$ cat config.mk
export PLATFORM = sky130hd
export DESIGN_NAME = dpc_port
export DESIGN_NICKNAME = d
export VERILOG_FILES = /design/src/rtl/dpc_pkg.sv /design/src/rtl/dpc_regs.sv /design/src/rtl/dpc_in_sample.sv /design/src/rtl/dpc_merge.sv /design/src/rtl/dpc_ready.sv /design/src/rtl/dpc_port.sv
export SDC_FILE = /design/constraint.sdc
export NUM_CORES = 1
export LEC_CHECK = 0
export ABC_CLOCK_PERIOD_IN_PS = 1100
export BUFFER_PORTS_ARGS = -buffer_cell sky130_fd_sc_hd__buf_4
export CORE_ASPECT_RATIO = 1.1
export CORE_MARGIN = 2
export CORE_UTILIZATION = 44
export DETAILED_ROUTE_END_ITERATION = 10
export PLACE_DENSITY_LB_ADDON = 0.12
export SLEW_MARGIN = 20
export SYNTH_ARGS = -nofsm -noshare
export SYNTH_HDL_FRONTEND = slang
export SYNTH_SLANG_ARGS = --single-unit
export TNS_END_PERCENT = 50
$ cat constraint.sdc
create_clock -name clk -period 1.1 [get_ports clk]
set_input_delay 0.22 -clock clk [delete_from_list [all_inputs] [get_ports clk]]
set_output_delay 0.22 -clock clk [all_outputs]
set_load 0.005 [all_outputs]
$ cat src/rtl/dpc_pkg.sv
package dpc_pkg;
  localparam int DPC_SYNC_DEFAULT = 2;

  // per-bit merge: direction 1 selects the input side
  function automatic logic merge_bit(input logic dir_in, input logic out_b, input logic in_b);
    return dir_in ? in_b : out_b;
  endfunction
endpackage

$ cat src/rtl/dpc_regs.sv
module dpc_regs #(
  parameter int W = 8
) (
  input  logic         clk,
  input  logic         rst_n,
  input  logic         data_wr_en,
  input  logic         dir_wr_en,
  input  logic [W-1:0] wr_data,
  output logic [W-1:0] dir_q,
  output logic [W-1:0] out_q
);
  always_ff @(posedge clk or negedge rst_n) begin
    if (!rst_n) begin
      dir_q <= '1;
      out_q <= '0;
    end else begin
      if (dir_wr_en)  dir_q <= wr_data;
      if (data_wr_en) out_q <= wr_data;
    end
  end
endmodule

$ cat src/rtl/dpc_in_sample.sv
module dpc_in_sample #(
  parameter int W      = 8,
  parameter int STAGES = dpc_pkg::DPC_SYNC_DEFAULT
) (
  input  logic         clk,
  input  logic         rst_n,
  input  logic         rd_n,
  input  logic [W-1:0] pin_in,
  output logic [W-1:0] in_q
);
  localparam int LAST = STAGES - 1;
  logic [W-1:0] chain [STAGES];

  generate
    for (genvar s = 0; s < STAGES; s++) begin : g_sync
      if (s == 0) begin : g_first
        always_ff @(posedge clk or negedge rst_n)
          if (!rst_n) chain[0] <= '0;
          else        chain[0] <= pin_in;
      end else begin : g_next
        always_ff @(posedge clk or negedge rst_n)
          if (!rst_n) chain[s] <= '0;
          else        chain[s] <= chain[s-1];
      end
    end
  endgenerate

  // capture only while the read strobe is inactive
  always_ff @(posedge clk or negedge rst_n) begin
    if (!rst_n)    in_q <= '0;
    else if (rd_n) in_q <= chain[LAST];
  end
endmodule

$ cat src/rtl/dpc_merge.sv
module dpc_merge #(
  parameter int W = 8
) (
  input  logic [W-1:0] dir_q,
  input  logic [W-1:0] out_q,
  input  logic [W-1:0] in_q,
  output logic [W-1:0] rd_word
);
  generate
    for (genvar b = 0; b < W; b++) begin : g_bit
      assign rd_word[b] = dpc_pkg::merge_bit(dir_q[b], out_q[b], in_q[b]);
    end
  endgenerate
endmodule

$ cat src/rtl/dpc_ready.sv
module dpc_ready (
  input  logic is_second,
  input  logic peer_bidir,
  input  logic peer_rdy,
  output logic rdy
);
  always_comb begin
    if (is_second && peer_bidir) rdy = peer_rdy;
    else                         rdy = 1'b0;
  end
endmodule

$ cat src/rtl/dpc_port.sv
module dpc_port #(
  parameter int W           = 8,
  parameter int SYNC_STAGES = dpc_pkg::DPC_SYNC_DEFAULT
) (
  input  logic         clk,
  input  logic         rst_n,
  input  logic         data_wr_en,
  input  logic         dir_wr_en,
  input  logic [W-1:0] wr_data,
  input  logic         rd_n,
  output logic [W-1:0] rd_data,
  input  logic [W-1:0] pin_in,
  output logic [W-1:0] pin_out,
  output logic [W-1:0] pin_oe,
  input  logic         is_second,
  input  logic         peer_bidir,
  input  logic         peer_rdy,
  output logic         rdy
);
  logic [W-1:0] dir_q, out_q, in_q;

  dpc_regs #(.W(W)) u_regs (
    .clk(clk), .rst_n(rst_n), .data_wr_en(data_wr_en), .dir_wr_en(dir_wr_en),
    .wr_data(wr_data), .dir_q(dir_q), .out_q(out_q)
  );

  dpc_in_sample #(.W(W), .STAGES(SYNC_STAGES)) u_in (
    .clk(clk), .rst_n(rst_n), .rd_n(rd_n), .pin_in(pin_in), .in_q(in_q)
  );

  dpc_merge #(.W(W)) u_merge (
    .dir_q(dir_q), .out_q(out_q), .in_q(in_q), .rd_word(rd_data)
  );

  dpc_ready u_rdy (
    .is_second(is_second), .peer_bidir(peer_bidir), .peer_rdy(peer_rdy), .rdy(rdy)
  );

  assign pin_out = out_q;
  assign pin_oe  = ~dir_q;
endmodule

==> metrics.md, run 1 <==
| Metric | Value |
|---|---|
| Layout fillers | `258` |
| GR Overflow Total | `0` |
| Clock Path Buffers | `2` |
| Die Height | `65.9 µm` |
| Pre-antenna DRT Iters | `3` |
| Synth top area cells | `dfrtp_1, mux2_4, dfstp_2` |
| Gr usage total | `0.166` |
| IO Port Bufs | `48` |
| Hold crit path type | `in -> reg` |
| Worst Skew | `0.0131 ns` |
| Leakage dissipation | `1.16 nW` |
| First-pass GRT wire length | `4.59 mm` |
| Failing checks | `setup timing` |
| Nets@finish | `181` |
| Final setup fails | `21` |
| Crit path cell chain | `mux2_4, buf_6` |
| Comb pwr share | `0.228` |
| Initial antenna violation count | `0` |
| DRC Markers | `0` |
| Via count | `909` |
| Max-slew violation count | `0` |
| Routability Congestion | `0.680` |
| Top cell type by total area after synthesis | `dfrtp_1` |
| Drt wl/cell | `13.8 µm` |
| Net Sw Frac | `0.230` |
| Critical Path Fanout Max | `2` |
| Seq cells post-synth | `40` |
| Detailed router's first-iteration violation count | `17` |
| Sequential share of the synthesized area | `0.660` |
| Sw Pwr | `727 µW` |
| Critical path buffer and inverter count | `1` |
| Int Pwr | `2.43 mW` |
| Final ANT Viol Nets | `0` |
| Min Clock Period, post-route | `1.54 ns` |
| MaxCap Viol Count | `0` |
| Worst Setup Path Type | `reg -> out` |
| Cells after Synth | `84` |
| Area growth, synth to finish | `49.1%` |
| Via-to-Cell Ratio | `4.41` |
| DP Area | `1980 µm²` |
| Die W | `60.3 µm` |
| PwrDens | `1380 nW/µm²` |
| Num rows | `22` |
| Clock transition at path regs | `0.12 ns` |
| Area of the mapped netlist | `1530 µm²` |
| CP max stage cell | `dfstp_2` |
| Data arrival, critical path | `1.32 ns` |
| Worst path max stage delay | `0.56 ns` |
| Syn. warnings | `0` |
| Antenna cell count | `0` |
| Most frequent cells in the layout | `buf_4, mux2_4, dfrtp_1` |
| Share of post-route cells with drive strength above 1 | `0.709` |
| Pin count of the biggest net entering global routing | `41` |
| RSZ-0062 raised after global routing | `true` |
| Worst setup margin | `-0.442 ns` |
| Hold WS | `0.109 ns` |
| Sequential power share | `0.536` |
| Critical Path RT | `0.88 ns` |
| Final wirelength | `2.85 mm` |
| Delay-heaviest family, CP | `flip-flops` |
| Core area | `3330 µm²` |
| Initial core utilization | `0.460` |
| Tcrit/Tclk final | `1.40` |
| Worst-Skew Late Latency | `0.34 ns` |
| CTS HTree Levels | `2` |
| Clock sink count | `40` |
| Synth Net Count | `108` |
| TritonCTS clock tree | `built` |
| R2R setup slack | `0.16 ns` |
| Least-Margin Pin Slew | `0.483 ns` |
| Worst vdd ir | `0.00102 V` |
| Slew margin rel. | `0.678` |
| Share of the synthesized area in the top cell type | `0.523` |
| Startpoint Class | `flip-flop` |
| Total CTS buffers | `5` |
| Pre-CTS setup slack | `-0.0997 ns` |
| Commonest non-fill, non-tap cell in the layout | `buf_4` |
| Status | `finished with violations` |
| Clock power frac | `0.236` |
| Avg Inst Size Synth | `18.2 µm²` |
| Final instance area | `2280 µm²` |
| Number of distinct library cells after synthesis | `7` |
| Final Hold Vio Count | `0` |
| Nature of the critical path endpoint | `output port` |
| Die ar. | `3970 µm²` |
| Achievable Freq | `649 MHz` |
| Top Ports | `49` |
| Hpwl dp | `1.71 mm` |
| Root buffer cell | `clkbuf_4` |
| Vias in the first global route | `983` |
cell type report:
cell class              instances  area [µm²]  area share
well taps                      48        60.1      0.0263
repair buffers                 69         634       0.278
clock buffers                   6        51.3      0.0225
flip-flops and latches         40        1010       0.443
multi-input cells              33         487       0.213
clock inverters                 2        10.0     0.00438
inverters                       8        30.0      0.0132
stage by stage:
step	power [mW]	cells	setup TNS [ns]	util
floorplan	1.95	84	0	-
global placement	2.26	185	-0.651	0.594
detailed placement	2.27	185	-0.710	0.594
CTS	3.17	203	-6.22	0.674
global route	3.36	206	-7.34	0.686
finish	3.16	206	-5.82	0.686
state kept, by name, indices dropped and copies added, names as in the netlist:
| register | cells |
|---|---|
| u_in.chain | 16 |
| u_in.in_q | 8 |
| u_regs.dir_q | 8 |
| u_regs.out_q | 8 |
cell families (layout without fill, tap and decap cells):
logic type,count (synthesis),in the layout,share of synthesized area
multiplexers,32,32,0.294
flip-flops,40,40,0.660
buffers and inverters,11,85,0.0417
AND/OR/NAND/NOR,1,1,0.00409
worst paths after layout:
| kind | startpoint | endpoint | depth (start not counted) |
|---|---|---|---|
| setup / recovery | u_regs.dir_q[2] | rd_data[2] | 2 |
| hold / removal | wr_data[7] | u_regs.dir_q[7] | 2 |
| setup reg to reg | u_regs.dir_q[3] | u_regs.dir_q[3] | 3 |
| hold reg to reg | u_in.chain[11] | u_in.chain[3] | 0 |
| max in group asynchronous | rst_n | u_regs.dir_q[4] | 2 |
| min in group asynchronous | rst_n | u_in.in_q[6] | 2 |
repair_timing:
action                                 in CTS  in global routing
setup endpoints to repair                  24                 24
resized for setup                          31                  6
buffers inserted                            1                  3
hold buffers                                9                  0
endpoints found under the hold margin      40                  0
cell usage after synthesis (all sizes together):
cell	n
dfrtp	32
mux2	32
dfstp	8
inv	8
buf	3
and3	1
layer usage:
layer / track usage / routed length (µm) / vias to the layer above
met3: 0.0431 / 168 / 5
li1: - / - / 421
met5: 0 / 0 / -
met2: 0.261 / 1460 / 35
met4: 0.100 / 55 / 0
met1: 0.201 / 1170 / 448
power by group through the flow:
stage	clock, mW	sequential (mW)	combinational [mW]
detailed placement	0	1.70	0.564
CTS	0.787	1.69	0.693
floorplan	0	1.69	0.250
global placement	0	1.70	0.557
global route	0.883	1.71	0.771
finish	0.745	1.69	0.718
Note: power is estimated with default switching activity, not from simulation.
==> run 2, diff against run 1 <==
- ABC_CLOCK_PERIOD_IN_PS: 1100 -> 1600
- CORE_UTILIZATION: 44 -> 49
- clock period: 1.1 -> 1.6 ns (I/O delays scaled with it)
==> run 2 against run 1 <==
Cell count down 12%. First-iteration DRC count up 24%. Non-clock buffer count down 11. Register-to-register slack better by 0.47 ns. Critical path type unchanged. Clock power up 30%. Wire length down 0.14%. Highest routed layer unchanged. Largest cell class unchanged. The run still ends with setup timing left. Hold slack worse by 0.042 ns. Die area down 9.6%. Combinational power down 39%. Count of clock-buffer cells in the layout down 1. Critical path depth unchanged. Utilization up 3.1 points.
==> metrics.md, run 2 (synthesis results as in run 1) <==
| Metric | Value |
|---|---|
| Drt wl/cell | `15.7 µm (+14%)` |
| Via count | `888 (-2.3%)` |
| Antenna cell count | `0 (unchanged)` |
| Area growth, synth to finish | `41.4%` |
| Data arrival, critical path | `1.35 ns (+0.03 ns)` |
| Achievable Freq | `599 MHz` |
| Share of post-route cells with drive strength above 1 | `0.714 (+0.00542)` |
| Clock Path Buffers | `2 (unchanged)` |
| Nets@finish | `170 (-6.1%)` |
| Tcrit/Tclk final | `1.04` |
| Leakage dissipation | `1.12 nW (-3.2%)` |
| Nature of the critical path endpoint | `output port` |
| Initial core utilization | `0.507 (+0.0470)` |
| Worst setup margin | `-0.0701 ns (+0.372 ns)` |
| Least-Margin Pin Slew | `0.487 ns (+0.00471 ns)` |
| GR Overflow Total | `0 (unchanged)` |
| Hpwl dp | `1.77 mm (+3.5%)` |
| Critical Path Fanout Max | `2 (unchanged)` |
| DRC Markers | `0 (unchanged)` |
| Worst vdd ir | `0.00126 V (+24%)` |
| Clock sink count | `40 (unchanged)` |
| Final setup fails | `8 (-62%)` |
| Status | `finished with violations` |
| Gr busiest metal | `met2` |
| PwrDens | `1180 nW/µm² (-14%)` |
| Detailed router's first-iteration violation count | `21 (+4)` |
| Sequential cell area | `1010 µm² (unchanged)` |
| Total Neg Setup Slack | `-0.327 ns (+5.50 ns)` |
| Hold WS | `0.0662 ns (-0.0424 ns)` |
| Layout fillers | `217 (-16%)` |
| Pre-antenna DRT Iters | `3 (unchanged)` |
| Pin count of the biggest net entering global routing | `41 (unchanged)` |
| Met1 usage | `0.229 (+0.0285)` |
| Max-slew violation count | `0 (unchanged)` |
| First-pass GRT wire length | `4.96 mm (+8.1%)` |
| Final Hold Vio Count | `0 (unchanged)` |
| Failing checks | `setup timing` |
| Vias in the first global route | `1,020 (+3.8%)` |
| Worst Setup Path Type | `reg -> out` |
| Slew margin rel. | `0.675 (-0.00314)` |
| RSZ-0062 raised after global routing | `true` |
| Number of flip-flops under the largest register name | `16 (unchanged)` |
| Core area | `3020 µm² (-9.3%)` |
| Gr usage total | `0.189 (+0.0227)` |
| Pre-CTS setup slack | `0.282 ns (+0.382 ns)` |
| Final cell count without fillers | `181 (-12%)` |
| Die ar. | `3590 µm² (-9.6%)` |
| Area of the multi-input gates | `487 µm² (unchanged)` |
| Root buffer cell | `clkbuf_4` |
| Placed cells | `163 (-12%)` |
| IO Port Bufs | `48 (unchanged)` |
| MaxCap Viol Count | `0 (unchanged)` |
| Hold crit path type | `in -> reg` |
| Min Clock Period, post-route | `1.67 ns` |
| Critical Path RT | `1.28 ns (+0.40 ns)` |
| Die W | `57.3 µm (-4.9%)` |
| Worst-Skew Late Latency | `0.35 ns (about the same)` |
| Most frequent cells in the layout | `buf_4, mux2_4, dfrtp_1` |
| Num rows | `21 (-4.5%)` |
| M2 GR Usage | `0.312 (+0.0509)` |
| Startpoint Class | `flip-flop` |
| Top Ports | `49 (unchanged)` |
| Top reg by flops | `u_in.chain` |
| Total CTS buffers | `5 (unchanged)` |
| Die Height | `62.6 µm (-4.9%)` |
| Initial antenna violation count | `0 (unchanged)` |
| Routability Congestion | `0.720 (+5.9%)` |
| Via-to-Cell Ratio | `4.91 (+11%)` |
| Worst Skew | `0.0185 ns (+0.00538 ns)` |
| Final ANT Viol Nets | `0 (unchanged)` |
| CTS HTree Levels | `2 (unchanged)` |
| TritonCTS clock tree | `built` |
| Clock transition at path regs | `0.13 ns (about the same)` |
| Commonest non-fill, non-tap cell in the layout | `buf_4` |
| Final wirelength | `2.84 mm (-0.14%)` |
| Met3 usage | `0.0476 (+0.00457)` |
run 2: changes by cell type in the layout (fill, tap and decap cells not counted), sizes merged:
cell,change
bufinv,+3
dlygate4sd3,-8
clkbuf,-1
buf,-3
clkinv,-2
run 2: per-stage QoR:
stage,area [µm²],utilization,total power [mW]
3_5_place_dp,1900,0.629,1.53
6_report,2170,0.717,2.57
3_3_place_gp,1900,0.629,1.52
5_1_grt,2170,0.717,2.69
2_1_floorplan,1530,-,1.34
4_1_cts,2160,0.714,2.59
run 2: area by class of cell:
cell class	instances	share of cell area
inverter	8	0.0139
clock inverter	3	0.0416
clock buffer	5	0.0173
tap	34	0.0196
timing repair buffer	58	0.216
sequential	40	0.467
multi-input combinational	33	0.225
run 2: path summary, 6_finish.rpt:
path	startpoint	end	slack, ns	depth (start not counted)
worst min-delay path	pin_in[4]	u_in.chain[12]	0.07	1
worst max register to register	u_regs.dir_q[6]	u_regs.dir_q[6]	0.63	3
worst min register to register	u_in.chain[9]	u_in.chain[1]	0.36	0
min in group asynchronous	rst_n	u_regs.out_q[2]	0.46	2
max in group asynchronous	rst_n	u_regs.dir_q[1]	0.76	2
worst max-delay path	u_regs.dir_q[3]	rd_data[3]	-0.07	2
run 2: worst max-delay path, cell delays in order (launching register included):
cell and delay (ns):
dfstp_2 0.58, mux2_4 0.31, buf_6 0.12
run 2: timing repair:
action                     in CTS  in global routing
hold endpoints to repair       32                  0
hold buffers                    1                  0
setup endpoints to repair       8                  8
resized for setup              16                  0
pin swaps                       0                  0
buffers inserted                8                  1
run 2: routing by layer:
layer | part of all wire | wire, µm | up-vias
met5 | 0 | 0 | -
met4 | 0.020 | 57 | 0
met3 | 0.051 | 145 | 7
met2 | 0.53 | 1510 | 32
met1 | 0.40 | 1130 | 448
li1 | - | - | 401
run 2: report_power, final:
group | leakage (nW) | switching (mW) | internal (mW)
sequential | 0.458 | 0.0530 | 1.11
combinational | 0.599 | 0.132 | 0.305
clock | 0.0654 | 0.324 | 0.644
==> run 3, diff against run 2 <==
- ABC_AREA: unset -> 1
- CORE_UTILIZATION: 49 -> 48
==> run 3 against run 2 <==
The run now ends clean. Sequential share of layout area increased by 5.7 points. Global-route usage decreased by 0.87 points. Power decreased by 16%. Cell count increased by 33%. Via count increased by 27%. Sequential power about the same. Synthesized cell count increased by 82%. Fmax increased by 9.4%. Clock power decreased by 25%. Hold slack improved by 0.021 ns. Highest routed layer unchanged.
==> metrics.md, run 3 <==
| Metric | Value |
|---|---|
| Status | `finished clean` |
| Data arrival, critical path | `1.21 ns (-0.14 ns)` |
| Worst Skew | `0.0112 ns (-0.00728 ns)` |
| Final cell count without fillers | `240 (+33%)` |
| Pin count of the biggest net entering global routing | `41 (unchanged)` |
| DRC Markers | `0 (unchanged)` |
| Critical Path Fanout Max | `3 (+1)` |
| Initial antenna violation count | `0 (unchanged)` |
| Routability Congestion | `0.777 (+7.9%)` |
| Worst Setup Path Type | `reg -> out` |
| Number of enable flip-flop cells after synthesis | `0 (unchanged)` |
| Synth top area cells | `dfrtp_1, nand2_1, dfstp_2` |
| Number of flip-flops under the largest register name | `16 (unchanged)` |
| IO Port Bufs | `48 (unchanged)` |
| Core area | `2830 µm² (-6.4%)` |
| Max-slew violation count | `0 (unchanged)` |
| Worst path max stage delay | `0.56 ns (-0.02 ns)` |
| Crit path cell chain | `inv_1, nand2_1, nand2_1, buf_4` |
| Worst-Skew Late Latency | `0.34 ns (about the same)` |
| Seq cells post-synth | `40 (unchanged)` |
| Synth top cells by count | `nand2_1, dfrtp_1, inv_1, dfstp_2` |
| Pre-CTS setup slack | `0.453 ns (+0.171 ns)` |
| Syn. warnings | `0 (unchanged)` |
| Hpwl dp | `1.96 mm (+10%)` |
| Hold crit path type | `in -> reg` |
| Initial core utilization | `0.515 (+0.00865)` |
| Min Clock Period, post-route | `1.53 ns (-0.143 ns)` |
| Final Hold Vio Count | `0 (unchanged)` |
| GR Overflow Total | `0 (unchanged)` |
| Nature of the critical path endpoint | `output port` |
| Gr usage total | `0.180 (-0.00866)` |
| Clock transition at path regs | `0.11 ns (-0.02 ns)` |
| Crit-path most repeated cell | `nand2_1` |
| Tcrit/Tclk final | `0.954 (-0.0897)` |
| Vias in the first global route | `1,095 (+7.4%)` |
| Cells after Synth | `153 (+82%)` |
| Share of the synthesized area in the top cell type | `0.549 (+0.0265)` |
| TritonCTS clock tree | `built` |
| Die Height | `61.8 µm (-1.3%)` |
| Worst vdd ir | `0.000972 V (-23%)` |
| CP max stage cell | `dfstp_2` |
| Achievable Freq | `655 MHz (+9.4%)` |
| Pre-antenna DRT Iters | `4 (+1)` |
| MaxCap Viol Count | `0 (unchanged)` |
| Via-to-Cell Ratio | `4.71 (-3.9%)` |
| Final ANT Viol Nets | `0 (unchanged)` |
| Final setup fails | `0 (-8)` |
| Final wirelength | `2.79 mm (-1.9%)` |
| Least-Margin Pin Slew | `0.480 ns (-0.00676 ns)` |
| Commonest non-fill, non-tap cell in the layout | `nand2_1` |
| Leakage dissipation | `1.09 nW (-3.1%)` |
| Via count | `1,131 (+27%)` |
| First-pass GRT wire length | `4.60 mm (-7.4%)` |
| Total CTS buffers | `5 (unchanged)` |
| Util after Layout | `0.683 (-0.0340)` |
| Most frequent cells in the layout | `nand2_1, buf_4, dfrtp_1` |
| Number of distinct library cells after synthesis | `7 (unchanged)` |
| Synth Net Count | `177 (+64%)` |
| Die ar. | `3490 µm² (-2.7%)` |
| Num rows | `20 (-4.8%)` |
| PwrDens | `1110 nW/µm² (-6.0%)` |
| Die W | `56.5 µm (-1.3%)` |
| Nets@finish | `230 (+35%)` |
| Worst setup margin | `0.0734 ns (+0.143 ns)` |
| Area of the mapped netlist | `1460 µm² (-4.8%)` |
| Sequential share of the synthesized area | `0.694 (+0.0334)` |
| Critical Path RT | `1.28 ns (about the same)` |
| Root buffer cell | `clkbuf_4` |
| Total Neg Setup Slack | `0 ns (+0.327 ns)` |
| RSZ-0062 raised after global routing | `false` |
| Top FF cell, synth | `dfrtp_1` |
| Top reg by flops | `u_in.chain` |
| Top cell type by total area after synthesis | `dfrtp_1` |
| Share of post-route cells with drive strength above 1 | `0.324 (-0.391)` |
| Post_cts resized | `0 (-16)` |
| Avg Inst Size Synth | `9.53 µm² (-48%)` |
| Detailed router's first-iteration violation count | `55 (+160%)` |
| Area growth, synth to finish | `32.4%` |
| Asr flop ratio synth | `1.00 (unchanged)` |
| Clock Path Buffers | `2 (unchanged)` |
| Drt wl/cell | `11.6 µm (-26%)` |
| Startpoint Class | `flip-flop` |
| CTS HTree Levels | `2 (unchanged)` |
| Clock sink count | `40 (unchanged)` |
| Slew margin rel. | `0.680 (+0.00451)` |
| Antenna cell count | `0 (unchanged)` |
| Top Ports | `49 (unchanged)` |
| Most numerous cell in the Yosys netlist | `nand2_1` |
| Placed cells | `231 (+42%)` |
-- run 3: cell count changes after synthesis, sizes merged --
cell and change:
nand2 +97, mux2 -32, inv +4, and3 -1, nor2 +1
-- run 3: where the power goes --
part / switching, mW / internal, mW / leakage (nW)
Combinational: 0.133 / 0.149 / 0.570
Sequential: 0.0455 / 1.10 / 0.465
Clock: 0.308 / 0.415 / 0.0515
-- run 3: layout make-up --
cell class                      instances  area (µm²)
Fill cell                             234         897
Tap cell                               33        41.3
Clock inverter                          1        30.0
Clock buffer                            7        65.1
Timing Repair Buffer                   49         370
Multi-Input combinational cell         98         368
Inverter                               12        45.0
Sequential cell                        40        1010
-- run 3: kinds of logic (layout without fill, tap and decap cells) --
group                  Yosys count  after routing  share of synthesized area
buffers and inverters           15             69                     0.0541
AND/OR/NAND/NOR                 98             98                      0.252
flip-flops                      40             40                      0.694
-- run 3: critical path, delay by kind of cell (launching register included) --
family	cells	cell delay [ns]
AND/OR/NAND/NOR	2	0.13
buffers and inverters	2	0.19
flip-flops	1	0.56
-- run 3: repair_timing --
action	4_1_cts	5_1_grt
buffers inserted	0	0
hold buffers	1	0
endpoints found under the hold margin	32	0
-- run 3: metal layers --
metal,vias to the layer above,global-route usage,part of all wire
met5,-,0,0
met4,0,0.0918,0.015
met3,4,0.0600,0.077
met2,43,0.321,0.51
met1,531,0.196,0.40
li1,553,-,-
-- run 3: final timing paths --
kind	startpoint	end	slack, ns	cells past startpoint
max	u_regs.dir_q[2]	rd_data[2]	0.07	4
min	pin_in[5]	u_in.chain[13]	0.09	1
max reg2reg	u_regs.dir_q[3]	u_regs.dir_q[3]	0.85	2
min reg2reg	u_in.chain[14]	u_in.chain[6]	0.36	0
max in group asynchronous	rst_n	u_regs.dir_q[1]	0.75	2
min in group asynchronous	rst_n	u_regs.out_q[0]	0.48	2
-- run 3: metrics by stage --
step	total power [mW]	cell area, µm²	hold slack [ns]
4_1_cts	2.18	1930	0.0631
3_5_place_dp	1.45	1830	0.312
6_report	2.15	1930	0.0875
3_3_place_gp	1.43	1830	0.306
2_1_floorplan	1.26	1460	0.0244
5_1_grt	2.26	1930	0.0488
